[src/rtl/pic_pkg.sv]
package pic_pkg;
  typedef enum logic [2:0] {
    ST_IDLE,
    ST_BASE,
    ST_CASC,
    ST_MODE,
    ST_RUN
  } init_st_t;

  localparam int          OPEN_BIT   = 4;
  localparam int          SINGLE_BIT = 1;
  localparam int          MODE_BIT   = 0;
  localparam logic [7:0]  CMD_NS_EOI = 8'h20;
endpackage

[src/rtl/pic_init_seq.sv]
module pic_init_seq
  import pic_pkg::*;
#(
  parameter int DATA_W = 8,
  parameter int N_IRQ  = 8,
  parameter int IDX_W  = 3
) (
  input  logic                    clk,
  input  logic                    rst_n,
  input  logic                    ctl_wr,
  input  logic                    data_wr,
  input  logic [DATA_W-1:0]       wdata,
  output logic                    init_done,
  output logic                    restart,
  output logic                    eoi_cmd,
  output logic [DATA_W-IDX_W-1:0] vec_base,
  output logic [N_IRQ-1:0]        imr,
  output logic [N_IRQ-1:0]        slave_map
);
  init_st_t st_q, st_d;
  logic     single_q;
  logic     need_mode_q;

  assign restart   = ctl_wr && wdata[OPEN_BIT];
  assign init_done = (st_q == ST_RUN);
  assign eoi_cmd   = ctl_wr && init_done && (wdata == DATA_W'(CMD_NS_EOI));

  always_comb begin
    st_d = st_q;
    if (restart) begin
      st_d = ST_BASE;
    end else if (data_wr) begin
      unique case (st_q)
        ST_BASE: begin
          if (!single_q)       st_d = ST_CASC;
          else if (need_mode_q) st_d = ST_MODE;
          else                 st_d = ST_RUN;
        end
        ST_CASC: st_d = need_mode_q ? ST_MODE : ST_RUN;
        ST_MODE: st_d = ST_RUN;
        default: st_d = st_q;
      endcase
    end
  end

  always_ff @(posedge clk or negedge rst_n) begin
    if (!rst_n) begin
      st_q        <= ST_IDLE;
      single_q    <= 1'b0;
      need_mode_q <= 1'b0;
      vec_base    <= '0;
      imr         <= '0;
      slave_map   <= '0;
    end else begin
      st_q <= st_d;
      if (restart) begin
        single_q    <= wdata[SINGLE_BIT];
        need_mode_q <= wdata[MODE_BIT];
        imr         <= '0;
      end else if (data_wr) begin
        unique case (st_q)
          ST_BASE: vec_base  <= wdata[DATA_W-1:IDX_W];
          ST_CASC: slave_map <= wdata[N_IRQ-1:0];
          ST_RUN:  imr       <= wdata[N_IRQ-1:0];
          default: ;
        endcase
      end
    end
  end
endmodule

[src/rtl/pic_req_latch.sv]
module pic_req_latch #(
  parameter int N_IRQ = 8
) (
  input  logic             clk,
  input  logic             rst_n,
  input  logic [N_IRQ-1:0] irq_in,
  input  logic             clear_all,
  input  logic [N_IRQ-1:0] take,
  output logic [N_IRQ-1:0] irr
);
  logic [N_IRQ-1:0] prev_q;
  logic [N_IRQ-1:0] rise;

  assign rise = irq_in & ~prev_q;

  always_ff @(posedge clk or negedge rst_n) begin
    if (!rst_n) begin
      prev_q <= '0;
      irr    <= '0;
    end else begin
      prev_q <= irq_in;
      if (clear_all) irr <= '0;
      else           irr <= (irr & ~take) | rise;
    end
  end
endmodule

[src/rtl/pic_prio_enc.sv]
module pic_prio_enc #(
  parameter int N_IRQ = 8,
  parameter int IDX_W = 3
) (
  input  logic [N_IRQ-1:0] vec,
  output logic             any,
  output logic [IDX_W-1:0] idx
);
  always_comb begin
    any = 1'b0;
    idx = '0;
    for (int i = N_IRQ - 1; i >= 0; i--) begin
      if (vec[i]) begin
        any = 1'b1;
        idx = IDX_W'(i);
      end
    end
  end
endmodule

[src/rtl/pic_service.sv]
module pic_service #(
  parameter int N_IRQ = 8,
  parameter int IDX_W = 3
) (
  input  logic             clk,
  input  logic             rst_n,
  input  logic [N_IRQ-1:0] irr,
  input  logic [N_IRQ-1:0] imr,
  input  logic             init_done,
  input  logic             clear_all,
  input  logic             ack,
  input  logic             eoi,
  output logic             int_req,
  output logic [N_IRQ-1:0] take,
  output logic [IDX_W-1:0] win_idx,
  output logic [N_IRQ-1:0] isr
);
  logic [N_IRQ-1:0] pend;
  logic             pend_any;
  logic             isr_any;
  logic [IDX_W-1:0] isr_idx;
  logic             ack_ok;
  logic [N_IRQ-1:0] eoi_clr;

  assign pend = irr & ~imr;

  pic_prio_enc #(.N_IRQ(N_IRQ), .IDX_W(IDX_W)) u_pend_enc (
    .vec(pend), .any(pend_any), .idx(win_idx)
  );

  pic_prio_enc #(.N_IRQ(N_IRQ), .IDX_W(IDX_W)) u_isr_enc (
    .vec(isr), .any(isr_any), .idx(isr_idx)
  );

  assign int_req = init_done && pend_any && (!isr_any || (win_idx < isr_idx));
  assign ack_ok  = ack && int_req;
  assign take    = ack_ok ? (N_IRQ'(1) << win_idx) : '0;
  assign eoi_clr = (eoi && isr_any) ? (N_IRQ'(1) << isr_idx) : '0;

  always_ff @(posedge clk or negedge rst_n) begin
    if (!rst_n)         isr <= '0;
    else if (clear_all) isr <= '0;
    else                isr <= (isr & ~eoi_clr) | take;
  end
endmodule

[src/rtl/pic_core.sv]
module pic_core #(
  parameter int DATA_W = 8,
  parameter int N_IRQ  = 8
) (
  input  logic              clk,
  input  logic              rst_n,
  input  logic              wr_en,
  input  logic              rd_en,
  input  logic              addr,
  input  logic [DATA_W-1:0] wdata,
  output logic [DATA_W-1:0] rdata,
  input  logic [N_IRQ-1:0]  irq_in,
  output logic              int_out,
  input  logic              inta,
  output logic              vec_valid,
  output logic [DATA_W-1:0] vec_data
);
  localparam int IDX_W  = (N_IRQ > 1) ? $clog2(N_IRQ) : 1;
  localparam int BASE_W = DATA_W - IDX_W;

  logic              ctl_wr;
  logic              data_wr;
  logic              init_done;
  logic              restart;
  logic              eoi_cmd;
  logic [BASE_W-1:0] vec_base;
  logic [N_IRQ-1:0]  imr;
  logic [N_IRQ-1:0]  slave_map;
  logic [N_IRQ-1:0]  irr;
  logic [N_IRQ-1:0]  isr;
  logic [N_IRQ-1:0]  take;
  logic [IDX_W-1:0]  win_idx;
  logic              int_req;

  assign ctl_wr  = wr_en && !addr;
  assign data_wr = wr_en && addr;

  pic_init_seq #(.DATA_W(DATA_W), .N_IRQ(N_IRQ), .IDX_W(IDX_W)) u_seq (
    .clk(clk), .rst_n(rst_n), .ctl_wr(ctl_wr), .data_wr(data_wr), .wdata(wdata),
    .init_done(init_done), .restart(restart), .eoi_cmd(eoi_cmd),
    .vec_base(vec_base), .imr(imr), .slave_map(slave_map)
  );

  pic_req_latch #(.N_IRQ(N_IRQ)) u_req (
    .clk(clk), .rst_n(rst_n), .irq_in(irq_in), .clear_all(restart),
    .take(take), .irr(irr)
  );

  pic_service #(.N_IRQ(N_IRQ), .IDX_W(IDX_W)) u_svc (
    .clk(clk), .rst_n(rst_n), .irr(irr), .imr(imr), .init_done(init_done),
    .clear_all(restart), .ack(inta), .eoi(eoi_cmd), .int_req(int_req),
    .take(take), .win_idx(win_idx), .isr(isr)
  );

  assign int_out = int_req;
  assign rdata   = (rd_en && addr && init_done) ? DATA_W'(imr) : '0;

  always_ff @(posedge clk or negedge rst_n) begin
    if (!rst_n) begin
      vec_valid <= 1'b0;
      vec_data  <= '0;
    end else begin
      vec_valid <= inta && int_req;
      if (inta && int_req) vec_data <= {vec_base, win_idx};
    end
  end
endmodule

[config.mk]
export PLATFORM = sky130hd
export DESIGN_NAME = pic_core
export DESIGN_NICKNAME = d
export VERILOG_FILES = /design/src/rtl/pic_pkg.sv /design/src/rtl/pic_init_seq.sv /design/src/rtl/pic_req_latch.sv /design/src/rtl/pic_prio_enc.sv /design/src/rtl/pic_service.sv /design/src/rtl/pic_core.sv
export SDC_FILE = /design/constraint.sdc
export NUM_CORES = 1
export LEC_CHECK = 0
export BUFFER_PORTS_ARGS = -buffer_cell sky130_fd_sc_hd__buf_2
export CAP_MARGIN = 20
export CORE_MARGIN = 4
export CORE_UTILIZATION = 60
export CTS_CLUSTER_SIZE = 10
export DETAILED_ROUTE_END_ITERATION = 8
export HOLD_SLACK_MARGIN = 0.08
export MAX_ROUTING_LAYER = met4
export PLACE_DENSITY = 0.79
export SLEW_MARGIN = 20
export SYNTH_ARGS = -nofsm -noshare
export SYNTH_HDL_FRONTEND = slang
export SYNTH_HIERARCHICAL = 1
export SYNTH_SLANG_ARGS = --single-unit
[constraint.sdc]
create_clock -name clk -period 7.6 [get_ports clk]
set_clock_uncertainty 0.2 [all_clocks]
set_input_delay 1.52 -clock clk [delete_from_list [all_inputs] [get_ports clk]]
set_output_delay 1.52 -clock clk [all_outputs]
set_load 0.05 [all_outputs]
**Yosys cells after proc, flatten, opt, wreduce, memory -nomap -nowiden**

Cells that the tools add are included.

- Bits in registers: 51
- Output and inout bits: 18

- Order comparisons: 1
- Equality and inequality tests: 5
- Shift operators: 2
- Muxes and demuxes: 45
- Bitwise gates (word level): 11
- Reduce and logical (&&, ||, !) cells: 20

Operators by type and width:

| kind | count |
|---|---|
| $mux W8 | 8 |
| $mux W3 | 20 |
| $and A8 B8 Y8 | 4 |
| $not A8 Y8 | 4 |
| $mux W1 | 16 |
| $or A8 B8 Y8 | 2 |
| $shl A1 B3 Y8 const A | 2 |
| $logic_and A1 B1 Y1 | 11 |
| $pmux W3 S3 | 1 |
| $eq A8 B6 Y1 const B | 1 |
| $eq A3 B2 Y1 const B | 2 |
| $reduce_and A2 Y1 | 2 |
| $reduce_bool A2 Y1 | 2 |
| $reduce_bool A4 Y1 | 1 |
| $eq A3 B1 Y1 const B | 1 |
| $eq A3 B3 Y1 const B | 1 |
| $lt A3 B3 Y1 | 1 |
| $reduce_and A3 Y1 | 1 |
| $logic_not A1 Y1 | 2 |
| $logic_or A1 B1 Y1 | 1 |
| $not A1 Y1 | 1 |

**Depth between registers and ports, before layout**

Gate-level depths: netlist of run 1.

- Depth after elaboration: 19
- Depth in mapped cells: 10
- Gate-level depth less buffers: 10

**Hierarchy**

The synthesis of run 1 kept the hierarchy.

Modules (own cells, without submodules):

| module | times used | cells each | area an instance (µm²) | sequential area each (µm²) |
|---|---|---|---|---|
| pic_init_seq | 1 | 96 | 1131.1 | 650.6 |
| pic_req_latch | 1 | 41 | 641.9 | 400.4 |
| pic_service | 1 | 72 | 624.3 | 200.2 |
| pic_core | 1 | 30 | 429.2 | 225.2 |
| pic_prio_enc | 2 | 13 | 80.1 | 0.0 |

**Worst setup path after synthesis of run 1**

No wires, ideal clock.

- Path type: register -> output
- Start point: register u_req.irr[5]
- End point: output port int_out
- Arrival: 2.842 ns
- Required time: 5.880 ns
- Slack: 3.038 ns
- Stages on the path, launching flop included: 9
- Path buffers: 0
- Cells stage by stage: dfrtp_1 -> nor2b_1 -> nor2_1 -> o21ai_0 -> a211oi_1 -> ha_1 -> a21oi_4 -> o21bai_1 -> a21oi_1

- Word-level cells in the longest chain between the ends: 10
- Elaborated cells on any way between the ends: 17
- Those cells by class: order compare: 1; mux: 12; bitwise: 1; reduce/logical: 3

Ends and longest elaborated chain:

| what | RTL line | source |
|---|---|---|
| start: declaration | pic_req_latch.sv:9 | `output logic [N_IRQ-1:0] irr` |
| start signal: assignment | pic_req_latch.sv:23 | `else irr <= (irr & ~take) \| rise;` |
| $and A8 B8 Y8 | pic_service.sv:25 | `assign pend = irr & ~imr;` |
| named net u_svc.pend[5] | pic_service.sv:18 | `logic [N_IRQ-1:0] pend;` |
| $mux W3 (6 in a row) | pic_prio_enc.sv:13 | `if (vec[i]) begin` |
| named net win_idx[1] | pic_core.sv:32 | `logic [IDX_W-1:0] win_idx;` |
| $lt A3 B3 Y1 | pic_service.sv:35 | `assign int_req = init_done && pend_any && (!isr_any \|\| (win_idx < isr_idx));` |
| $logic_or A1 B1 Y1 | pic_service.sv:35 |  |
| $logic_and A1 B1 Y1 | pic_service.sv:35 |  |
| end: declaration | pic_core.sv:13 | `output logic int_out,` |

The timed path passes the listed nets, and every way through them passes these cells.

**Worst setup path after layout of run 1**

- Start point: register u_req.irr[7]
- End point: output port int_out

- Word-level cells in the longest chain between the ends: 12
- Elaborated cells on any way between the ends: 21
- Those cells by class: order compare: 1; mux: 16; bitwise: 1; reduce/logical: 3

Ends and longest elaborated chain:

| what | RTL line |
|---|---|
| $and A8 B8 Y8 | pic_service.sv:25 |
| named net u_svc.pend[7] | pic_service.sv:18 |
| $mux W3 (8 in a row) | pic_prio_enc.sv:13 |
| named net win_idx[1] | pic_core.sv:32 |
| $lt A3 B3 Y1 | pic_service.sv:35 |
| $logic_or A1 B1 Y1 | pic_service.sv:35 |
| $logic_and A1 B1 Y1 | pic_service.sv:35 |

The timed path passes the listed nets, and every way through them passes these cells.

==> results of run 1 <==
-- cells in the final DEF, fill, tap and decap left out, types with 9 or more instances in the layout --
| master | n |
|---|---|
| nand2b_4 | 9 |
| o21ai_0 | 16 |
| dfrtp_1 | 51 |
| nand2_1 | 21 |
| nand2b_1 | 12 |
| and2_1 | 9 |
| nor2_1 | 12 |
| nand3_1 | 13 |
| nor2b_1 | 13 |
| buf_2 | 39 |
-- state kept, by name, summed over array words and instances (netlist names) --
register,cells
u_req/irr,8
u_req/prev_q,8
u_seq/imr,8
u_svc/isr,8
vec_data,8
u_seq/vec_base,5
u_seq/st_q,3
u_seq/need_mode_q,1
u_seq/single_q,1
vec_valid,1
-- critical path: cells and delay by family, from the launching register on --
family,cells,cell delay [ns]
compound gates,5,1.47
flops,1,0.39
fa+ha+maj,1,0.39
buf+inv,1,0.33
simple gates,1,0.23
-- layer usage --
| layer | GRT usage | up-vias |
|---|---|---|
| met5 | - | - |
| met4 | 0.0573 | 0 |
| met3 | 0.0414 | 4 |
| met2 | 0.320 | 59 |
| met1 | 0.287 | 942 |
| li1 | - | 958 |
-- power breakdown --
part           switching (W)  internal, W
combinational       0.000290     0.000192
clock              0.0000831    0.0000716
sequential         0.0000571     0.000345
total               0.000430     0.000609
-- through the flow --
| step | std cells | total power, W | worst slack (ns) | area (um^2) |
|---|---|---|---|---|
| after CTS | 342 | 0.00104 | 2.77 | 3010 |
| final | 342 | 0.00104 | 2.79 | 3010 |
| after global routing | 342 | 0.00110 | 2.56 | 3010 |
| after floorplan | 248 | 0.000782 | 3.04 | 2690 |
| after detailed placement | 335 | 0.000889 | 3.11 | 2920 |
| after global placement | 335 | 0.000876 | 3.22 | 2920 |
-- how the worst max path moves through the flow --
| stage | startpoint | end | depth (start not counted) |
|---|---|---|---|
| 2_1_floorplan | u_req/irr[5] | int_out | 8 |
| 3_3_place_gp | u_req/irr[5] | int_out | 9 |
| 3_5_place_dp | u_req/irr[5] | int_out | 9 |
| 4_1_cts | u_req/irr[5] | int_out | 9 |
| 5_1_grt | u_req/irr[5] | int_out | 9 |
| 6_report | u_req/irr[7] | int_out | 8 |
-- layout make-up --
class,count,area share
clock buffer,6,0.0275
clock inverter,1,0.00167
inverter,9,0.0112
multi-input combinational,182,0.443
sequential,51,0.425
tap,52,0.0216
timing repair buffer,41,0.0699
==> summary.md, run 1 <==
| Metric | Value |
|---|---|
| Fin util | `0.690` |
| Post-DP HPWL | `just under 4000 um` |
| Initial Util | `0.617` |
| WHS | `0.303 ns` |
| Port bufs | `39` |
| Post-Route Setup TNS | `0 ns` |
| Minimum clock period | `a little under 5 ns` |
| Pin count of the biggest net entering global routing | `52` |
| Clk sink count | `between 50 and 60` |
| H-tree Lvls | `2` |
| R2R cell count | `9` |
| Drt drc | `0` |
| Worst-Skew Late Latency | `0.30 ns` |
| Antenna Cells | `0` |
| Routed metal-1 wirelength | `2470 um` |
| Buffers inserted by post-CTS timing repair | `0` |
| Topmost layer with routed signal wires | `met4` |
| Endpoints failing hold | `0` |
| Pre-Repair DR Iteration Count | `4` |
| Hold EP | `u_req/irr[0]` |
| Hold Crit Start | `u_req/prev_q[0]` |
| # hold bufs at CTS | `0` |
| Vias/cell | `~5.7` |
| CP endpoint kind | `output pin` |
| Routability-driven placement congestion ratio | `slightly below 0.9` |
| Die Footprint | `about 5600 um^2` |
| Worst-margin pin slew | `just over 0.8 ns` |
| Total Wirelength | `5300 um` |
| Hold path cells | `2` |
| Max Root-Sink Buffers | `2` |
| Met2 wire len | `2510 um` |
| Area Overhead vs Synth | `11.9%` |
| All-Layer GR Usage | `0.210` |
| Die height | `74.9 um` |
| Share of layout cells above drive strength 1 | `0.317` |
| Max cap viols | `0` |
| Reg2reg end | `vec_data[7]` |
| Syn Nets | `272` |
| DRT iter0 DRCs | `roughly 190` |
| Fin crit share | `0.633` |
| # setup viols final | `0` |
| CTS Buf Count | `5` |
| Grt ovf | `0` |
| Cell area after synthesis | `between 2000 and 3000 um^2` |
| Initial antenna violation count | `0` |
| Clk root buf | `clkbuf_8` |
| Slowest stage delay, CP | `0.72 ns` |
| CP Launch Type | `flip-flop` |
| First-pass GRT wire length | `~8700 um` |
| Avg WL per Cell | `15.5 um` |
| Site row count | `24` |
| Vias in the first global route | `1882` |
| Flop-to-flop setup slack | `between 4 and 5 ns` |
| TritonCTS clock tree | `done` |
| Max Clk Rate | `about 210 MHz` |
| Setup repair after global routing missed its margin | `no` |
| Hold Crit Class | `flip-flop to flip-flop` |
| Layout Nets | `approximately 310` |
| Via count | `between 1500 and 2000` |
| Post-Syn Instances | `around 250` |
| Crit path kind | `flip-flop to output pin` |
| CP Data Arrival Time | `3.09 ns` |
| Leak Pwr | `1.40 nW` |
| # fillers | `329` |
| Met3 wire len | `265 um` |
| Avg Cell Area, Syn | `10.8 um^2` |
| Slew HR | `0.444` |
| Die W | `74.9 um` |
| Slew Limit Fails | `0` |
| Status | `finished clean` |
| Reg2reg start | `u_req/irr[7]` |
| Clk slew on worst S/H paths | `0.08 ns` |
| I/O Pins | `40` |
| Register area | `roughly 1300 um^2` |
| CP max FO | `5` |
| Post-CTS sizing | `0` |
| Synthesis Warnings | `6` |
| Core area | `4350 um^2` |
| CP required | `5.88 ns` |
| PwrDens | `~350 nW/um^2` |
| Crit path cell chain | `nor2b_1 -> o21ai_0 -> a211oi_1 -> ha_1 -> a21oi_4 -> o21bai_1 -> a21oi_1 -> buf_2` |
| Multi-input gate area | `1330 um^2` |
| Post-route ant nets | `0` |
| Worst vdd ir | `0.200 mV` |
| Crit-path slowest cell | `a211oi_1` |
(Power assumes the default switching activity.)
==> run 2, diff against run 1 <==
--- a/config.mk
+++ b/config.mk
@@ -8,12 +8,12 @@
 export BUFFER_PORTS_ARGS = -buffer_cell sky130_fd_sc_hd__buf_2
 export CAP_MARGIN = 20
 export CORE_MARGIN = 4
-export CORE_UTILIZATION = 60
+export CORE_UTILIZATION = 52
 export CTS_CLUSTER_SIZE = 10
 export DETAILED_ROUTE_END_ITERATION = 8
 export HOLD_SLACK_MARGIN = 0.08
 export MAX_ROUTING_LAYER = met4
-export PLACE_DENSITY = 0.79
+export PLACE_DENSITY = 0.72
 export SLEW_MARGIN = 20
 export SYNTH_ARGS = -nofsm -noshare
 export SYNTH_HDL_FRONTEND = slang
==> constraint.sdc (replaced) <==
create_clock -name clk -period 4.33 [get_ports clk]
set_clock_uncertainty 0.2 [all_clocks]
set_input_delay 0.866 -clock clk [delete_from_list [all_inputs] [get_ports clk]]
set_output_delay 0.866 -clock clk [all_outputs]
set_load 0.05 [all_outputs]
==> run 2 against run 1 <==
Via count rose by 2.0%. Largest power group unchanged. Total power grew 89%. Worst setup slack lost 2.3 ns. Final cell count increased by 5.8%. Cell area up 3.1%. Core utilization decreased by 5.1 points. Sequential power is 78% higher. Largest cell class unchanged.
==> summary.md, run 2 (synthesis gave the netlist of run 1 again) <==
| Metric | Value |
|---|---|
| Status | `finished clean (unchanged)` |
| Clk sink count | `51 (unchanged)` |
| Vias in the first global route | `1980 (was 1882)` |
| Hold Crit Class | `flip-flop to flip-flop (unchanged)` |
| CP endpoint kind | `output pin (unchanged)` |
| DRT iter0 DRCs | `111 (was 191)` |
| TritonCTS clock tree | `done (unchanged)` |
| WHS | `0.300 ns (was 0.303 ns)` |
| Final non-filler cell total | `362 (was 342)` |
| Register area | `1280 um^2 (unchanged)` |
| R2R cell count | `9 (unchanged)` |
| Post-Route Setup TNS | `0 ns (unchanged)` |
| All-Layer GR Usage | `0.199 (was 0.210)` |
| Worst-margin pin slew | `0.698 ns (was 0.823 ns)` |
| # fillers | `395 (was 329)` |
| Drt drc | `0 (unchanged)` |
| Max Clk Rate | `257 MHz` |
| Initial antenna violation count | `0 (unchanged)` |
| Endpoints failing hold | `0 (unchanged)` |
| Post-route ant nets | `0 (unchanged)` |
| Minimum clock period | `3.89 ns` |
| Fin util | `0.639 (was 0.690)` |
| Leak Pwr | `1.44 nW (was 1.40 nW)` |
| Met3 Usage GRT | `0.0440 (was 0.0414)` |
| CTS Buf Count | `5 (unchanged)` |
| Pin count of the biggest net entering global routing | `33 (was 52)` |
| Vias/cell | `5.53 (was 5.74)` |
| Setup repair after global routing missed its margin | `no (unchanged)` |
| H-tree Lvls | `2 (unchanged)` |
| GR Util met1 | `0.284 (was 0.287)` |
| I/O Pins | `40 (unchanged)` |
| DP Cell Count | `354 (was 335)` |
| Post-CTS sizing | `0 (unchanged)` |
| # hold bufs at CTS | `0 (unchanged)` |
| Worst vdd ir | `0.334 mV (was 0.200 mV)` |
| Max Root-Sink Buffers | `2 (unchanged)` |
| Avg WL per Cell | `15.8 um (was 15.5 um)` |
| PwrDens | `635 nW/um^2 (was 346 nW/um^2)` |
| Die Footprint | `6380 um^2 (was 5610 um^2)` |
| # setup viols final | `0 (unchanged)` |
| Die height | `79.9 um (was 74.9 um)` |
| Flop-to-flop setup slack | `1.27 ns (was 4.29 ns)` |
| Pre-Repair DR Iteration Count | `4 (unchanged)` |
| CP max FO | `5 (unchanged)` |
| Antenna Cells | `0 (unchanged)` |
| Site row count | `25 (was 24)` |
| Final WS setup | `0.443 ns (was 2.79 ns)` |
| Routability-driven placement congestion ratio | `0.918 (was 0.882)` |
| Place WS | `0.795 ns (was 3.11 ns)` |
| Post-DP HPWL | `4150 um (was 3930 um)` |
| Share of layout cells above drive strength 1 | `0.325 (was 0.317)` |
| Area Overhead vs Synth | `15.4% (was 11.9%)` |
| Total Wirelength | `5710 um (was 5300 um)` |
| Global Route met2 Usage | `0.285 (was 0.320)` |
| Die W | `79.9 um (was 74.9 um)` |
| Multi-input gate area | `1330 um^2 (unchanged)` |
| Max cap viols | `0 (unchanged)` |
| Clk slew on worst S/H paths | `0.09 ns (was 0.08 ns)` |
| Clk root buf | `clkbuf_8 (unchanged)` |
| Layout Nets | `318 (was 314)` |
| Buffers inserted by post-CTS timing repair | `0 (unchanged)` |
| CP Data Arrival Time | `2.82 ns (was 3.09 ns)` |
| Slew Limit Fails | `0 (unchanged)` |
| Initial Util | `0.554 (was 0.617)` |
| CP Launch Type | `flip-flop (unchanged)` |
| Gr busiest metal | `met2 (unchanged)` |
| Port bufs | `39 (unchanged)` |
| Worst-Skew Late Latency | `0.31 ns (was 0.30 ns)` |
| Most frequent cells in the layout | `dfrtp_1, buf_2, nand2_1, o21ai_0 (unchanged)` |
| Core area | `4850 um^2 (was 4350 um^2)` |
| Fin crit share | `0.898` |
| First-pass GRT wire length | `9510 um (was 8680 um)` |
| Crit path kind | `flip-flop to output pin (unchanged)` |
| CP required | `3.26 ns (was 5.88 ns)` |
| Most common cell after layout, fill and taps aside | `dfrtp_1 (unchanged)` |
| Slew HR | `0.534 (was 0.444)` |
| Grt ovf | `0 (unchanged)` |
| Via count | `2002 (was 1963)` |
| Hold path cells | `2 (unchanged)` |
[run 2: cell types whose count changed in the layout (fill, tap and decap cells not counted), sizes merged]
cell | before | now
bufinv | 0 | 2
buf | 41 | 45
clkinv | 2 | 1
[run 2: worst paths after layout]
kind,start,end
setup / recovery,u_svc/isr[5],int_out
hold / removal,u_req/prev_q[4],u_req/irr[4]
setup reg to reg,u_req/irr[2],u_req/irr[3]
hold reg to reg,u_req/prev_q[4],u_req/irr[4]
max in group asynchronous,rst_n,u_seq/imr[4]
min in group asynchronous,rst_n,vec_data[2]
[run 2: through the flow]
step / cell area [um^2] / total power [W]
2_1_floorplan: 2690 / 0.00137
3_3_place_gp: 2970 / 0.00156
3_5_place_dp: 2970 / 0.00158
4_1_cts: 3100 / 0.00198
5_1_grt: 3100 / 0.00208
6_report: 3100 / 0.00197
[run 2: final cells by class]
type / count / area share
sequential: 51 / 0.412
multi-input combinational: 182 / 0.430
tap: 67 / 0.0270
clock buffer: 6 / 0.0234
timing repair buffer: 45 / 0.0775
clock inverter: 2 / 0.0194
inverter: 9 / 0.0109
[run 2: power breakdown]
part,internal [W],switching (W),total [W]
clock network,0.000231,0.000160,0.000391
registers,0.000606,0.000108,0.000714
logic,0.000349,0.000514,0.000863
[run 2: critical path, cell delays in order, from the launching register on]
cell      delay [ns]
dfrtp_1         0.41
nor2_1          0.10
o21ai_0         0.09
a211oi_1        0.52
inv_1           0.13
ha_1            0.34
a21oi_4         0.22
o21bai_1        0.09
a21oi_1         0.28
buf_2           0.33
[run 2: per-layer routing]
metal  part of all wire  wire, um
met1               0.48      2770
met2               0.45      2550
met3              0.052       299
met4              0.015        87
met5                  0         0
==> run 3, diff against run 2 <==
--- a/config.mk
+++ b/config.mk
@@ -8,12 +8,12 @@
 export BUFFER_PORTS_ARGS = -buffer_cell sky130_fd_sc_hd__buf_2
 export CAP_MARGIN = 20
 export CORE_MARGIN = 4
-export CORE_UTILIZATION = 52
+export CORE_UTILIZATION = 40
 export CTS_CLUSTER_SIZE = 10
 export DETAILED_ROUTE_END_ITERATION = 8
 export HOLD_SLACK_MARGIN = 0.08
 export MAX_ROUTING_LAYER = met4
-export PLACE_DENSITY = 0.72
+export PLACE_DENSITY = 0.57
 export SLEW_MARGIN = 20
 export SYNTH_ARGS = -nofsm -noshare
 export SYNTH_HDL_FRONTEND = slang
==> run 3 against run 2 <==
Cell area shrank 0.20%. Wire length grew 3.4%. Largest power group unchanged. Critical endpoint unchanged. Worst hold slack gained 0.0031 ns. Register-to-register slack is essentially flat. Core utilization shrank 16 points. Final cell count grew 2.5%. Global-route usage shrank 3.8 points. Sequential cell count is the same. Sequential share of layout area grew 0.083 points.
==> summary.md, run 3 (synthesis gave the netlist of run 1 again) <==
| Metric | Value |
|---|---|
| Status | `finished clean (unchanged)` |
| Hold Crit Class | `flip-flop to flip-flop (unchanged)` |
| # setup viols final | `0 (unchanged)` |
| CP endpoint kind | `output pin (unchanged)` |
| Logic pwr share | `0.443 (was 0.439)` |
| Buffers inserted by post-CTS timing repair | `0 (unchanged)` |
| Crit-path slowest cell | `a211oi_1 (unchanged)` |
| I/O Pins | `40 (unchanged)` |
| Port bufs | `39 (unchanged)` |
| Worst-margin pin slew | `0.841 ns (was 0.698 ns)` |
| Pre-Repair DR Iteration Count | `5 (was 4)` |
| Endpoints failing hold | `0 (unchanged)` |
| Post-DP HPWL | `4370 um (was 4150 um)` |
| Grt ovf | `0 (unchanged)` |
| Sequential share of power | `0.371 (was 0.363)` |
| Post-route ant nets | `0 (unchanged)` |
| Met2 wire len | `2610 um (was 2550 um)` |
| Max cap viols | `0 (unchanged)` |
| CP required | `3.26 ns (about the same)` |
| Met3 wire len | `199 um (was 299 um)` |
| Leak Pwr | `1.43 nW (was 1.44 nW)` |
| Post-CTS sizing | `0 (unchanged)` |
| Clk root buf | `clkbuf_8 (unchanged)` |
| CP Data Arrival Time | `2.82 ns (about the same)` |
| R2R cell count | `9 (unchanged)` |
| All-Layer GR Usage | `0.161 (was 0.199)` |
| Crit path buffers/inverters | `2 (unchanged)` |
| Register area | `1280 um^2 (unchanged)` |
| Drt drc | `0 (unchanged)` |
| Most common cell after layout, fill and taps aside | `dfrtp_1 (unchanged)` |
| Die W | `90.0 um (was 79.9 um)` |
| Die height | `90.0 um (was 79.9 um)` |
| Die Footprint | `8090 um^2 (was 6380 um^2)` |
| Minimum clock period | `3.88 ns (was 3.89 ns)` |
| Slew HR | `0.432 (was 0.534)` |
| Initial Util | `0.418 (was 0.554)` |
| # fillers | `602 (was 395)` |
| Slew Limit Fails | `0 (unchanged)` |
| Layout Nets | `317 (was 318)` |
| Vias in the first global route | `2006 (was 1980)` |
| CP Launch Type | `flip-flop (unchanged)` |
| Pin count of the biggest net entering global routing | `32 (was 33)` |
| Fin crit share | `0.896 (was 0.898)` |
| Clk pwr share | `0.186 (was 0.199)` |
| Area Overhead vs Synth | `15.1% (was 15.4%)` |
| Post-Route Setup TNS | `0 ns (unchanged)` |
| Crit path cell chain | `nor2_1 -> o21ai_0 -> a211oi_1 -> inv_1 -> ha_1 -> a21oi_4 -> o21bai_1 -> a21oi_1 -> buf_2 (unchanged)` |
| Topmost layer with routed signal wires | `met4 (unchanged)` |
| Vias/cell | `5.23 (was 5.53)` |
| Setup repair after global routing missed its margin | `no (unchanged)` |
| Total Wirelength | `5900 um (was 5710 um)` |
| Clk slew on worst S/H paths | `0.10 ns (was 0.09 ns)` |
| Worst vdd ir | `0.244 mV (was 0.334 mV)` |
| Internal | `0.00114 W (was 0.00119 W)` |
| Routability-driven placement congestion ratio | `0.940 (was 0.918)` |
| Max Root-Sink Buffers | `2 (unchanged)` |
| Initial antenna violation count | `0 (unchanged)` |
| Max Clk Rate | `258 MHz (was 257 MHz)` |
| First-pass GRT wire length | `10300 um (was 9510 um)` |
| DRT iter0 DRCs | `109 (was 111)` |
| Hold path cells | `2 (unchanged)` |
| H-tree Lvls | `2 (unchanged)` |
| Avg WL per Cell | `15.9 um (was 15.8 um)` |
| Antenna Cells | `0 (unchanged)` |
| Worst-Skew Late Latency | `0.31 ns (about the same)` |
| Fin util | `0.482 (was 0.639)` |
| Core area | `6420 um^2 (was 4850 um^2)` |
| Net Sw Power | `0.000783 W (was 0.000782 W)` |
| Top cell family by delay on the critical path | `compound AO/OA/AOI/OAI gates (unchanged)` |
| CP max FO | `5 (unchanged)` |
| Share of layout cells above drive strength 1 | `0.327 (was 0.325)` |
| Routed metal-1 wirelength | `3050 um (was 2770 um)` |
| Multi-input gate area | `1330 um^2 (unchanged)` |
| CTS Buf Count | `5 (unchanged)` |
| Slowest stage delay, CP | `0.56 ns (was 0.52 ns)` |
| Most frequent cells in the layout | `dfrtp_1, buf_2, nand2_1, o21ai_0 (unchanged)` |
| Via count | `1940 (was 2002)` |
| PwrDens | `622 nW/um^2 (was 635 nW/um^2)` |
| CP Depth | `9 (unchanged)` |
| # hold bufs at CTS | `0 (unchanged)` |
| Clk sink count | `51 (unchanged)` |
| Crit path kind | `flip-flop to output pin (unchanged)` |
| Site row count | `29 (was 25)` |
| TritonCTS clock tree | `done (unchanged)` |
| Net Sw Frac | `0.408 (was 0.397)` |
| WHS | `0.304 ns (was 0.300 ns)` |
## run 3: cell types whose count changed in the layout (fill, tap and decap cells not counted)
cell,change
buf_4,-1
bufinv_16,-1
clkbuf_1,-1
clkbuf_8,+1
inv_6,+1
## run 3: stage by stage
| stage | instances | worst slack, ns | instance area (um^2) | power [W] |
|---|---|---|---|---|
| after floorplan | 248 | 0.422 | 2690 | 0.00137 |
| after global placement | 363 | 0.903 | 2970 | 0.00157 |
| after detailed placement | 363 | 0.859 | 2970 | 0.00158 |
| after CTS | 371 | 0.481 | 3090 | 0.00194 |
| after global routing | 371 | 0.212 | 3090 | 0.00205 |
| final | 371 | 0.448 | 3090 | 0.00192 |
## run 3: cell type report
cell class,count,share of cell area
Multi-Input combinational cell,182,0.431
Sequential cell,51,0.413
Timing Repair Buffer,44,0.0752
Tap cell,77,0.0311
Clock buffer,6,0.0267
Clock inverter,2,0.0125
Inverter,9,0.0109
## run 3: worst paths after layout
| kind | from | endpoint | slack (ns) |
|---|---|---|---|
| min in group asynchronous | rst_n | u_req/prev_q[4] | 0.31 |
| hold / removal | u_req/prev_q[4] | u_req/irr[4] | 0.30 |
| max in group asynchronous | rst_n | u_seq/vec_base[0] | 2.83 |
| setup reg to reg | u_req/irr[3] | u_req/irr[1] | 1.28 |
| setup / recovery | u_svc/isr[4] | int_out | 0.45 |
| hold reg to reg | u_req/prev_q[4] | u_req/irr[4] | 0.30 |
## run 3: layer usage
layer / up-vias / global-route usage
met5: - / -
met4: 0 / 0.0306
met3: 4 / 0.0401
met2: 33 / 0.237
met1: 933 / 0.227
li1: 970 / -
## run 3: worst reg2reg max path: stages, from the launching register on
cell and delay (ns):
dfrtp_1 0.42, nor2b_1 0.17, nor4_2 0.32, nor2b_1 0.52, ha_1 0.34, o21ai_1 0.35, a22oi_4 0.20, nor3_1 0.22
nand2b_4 0.16, a21oi_2 0.05
## run 3: power groups by stage
stage / sequential, W / clock [W] / combinational (W)
CTS: 0.000713 / 0.000365 / 0.000857
detailed placement: 0.000722 / 0 / 0.000855
floorplan: 0.000817 / 0 / 0.000555
global route: 0.000734 / 0.000387 / 0.000929
finish: 0.000713 / 0.000358 / 0.000851
global placement: 0.000719 / 0 / 0.000852
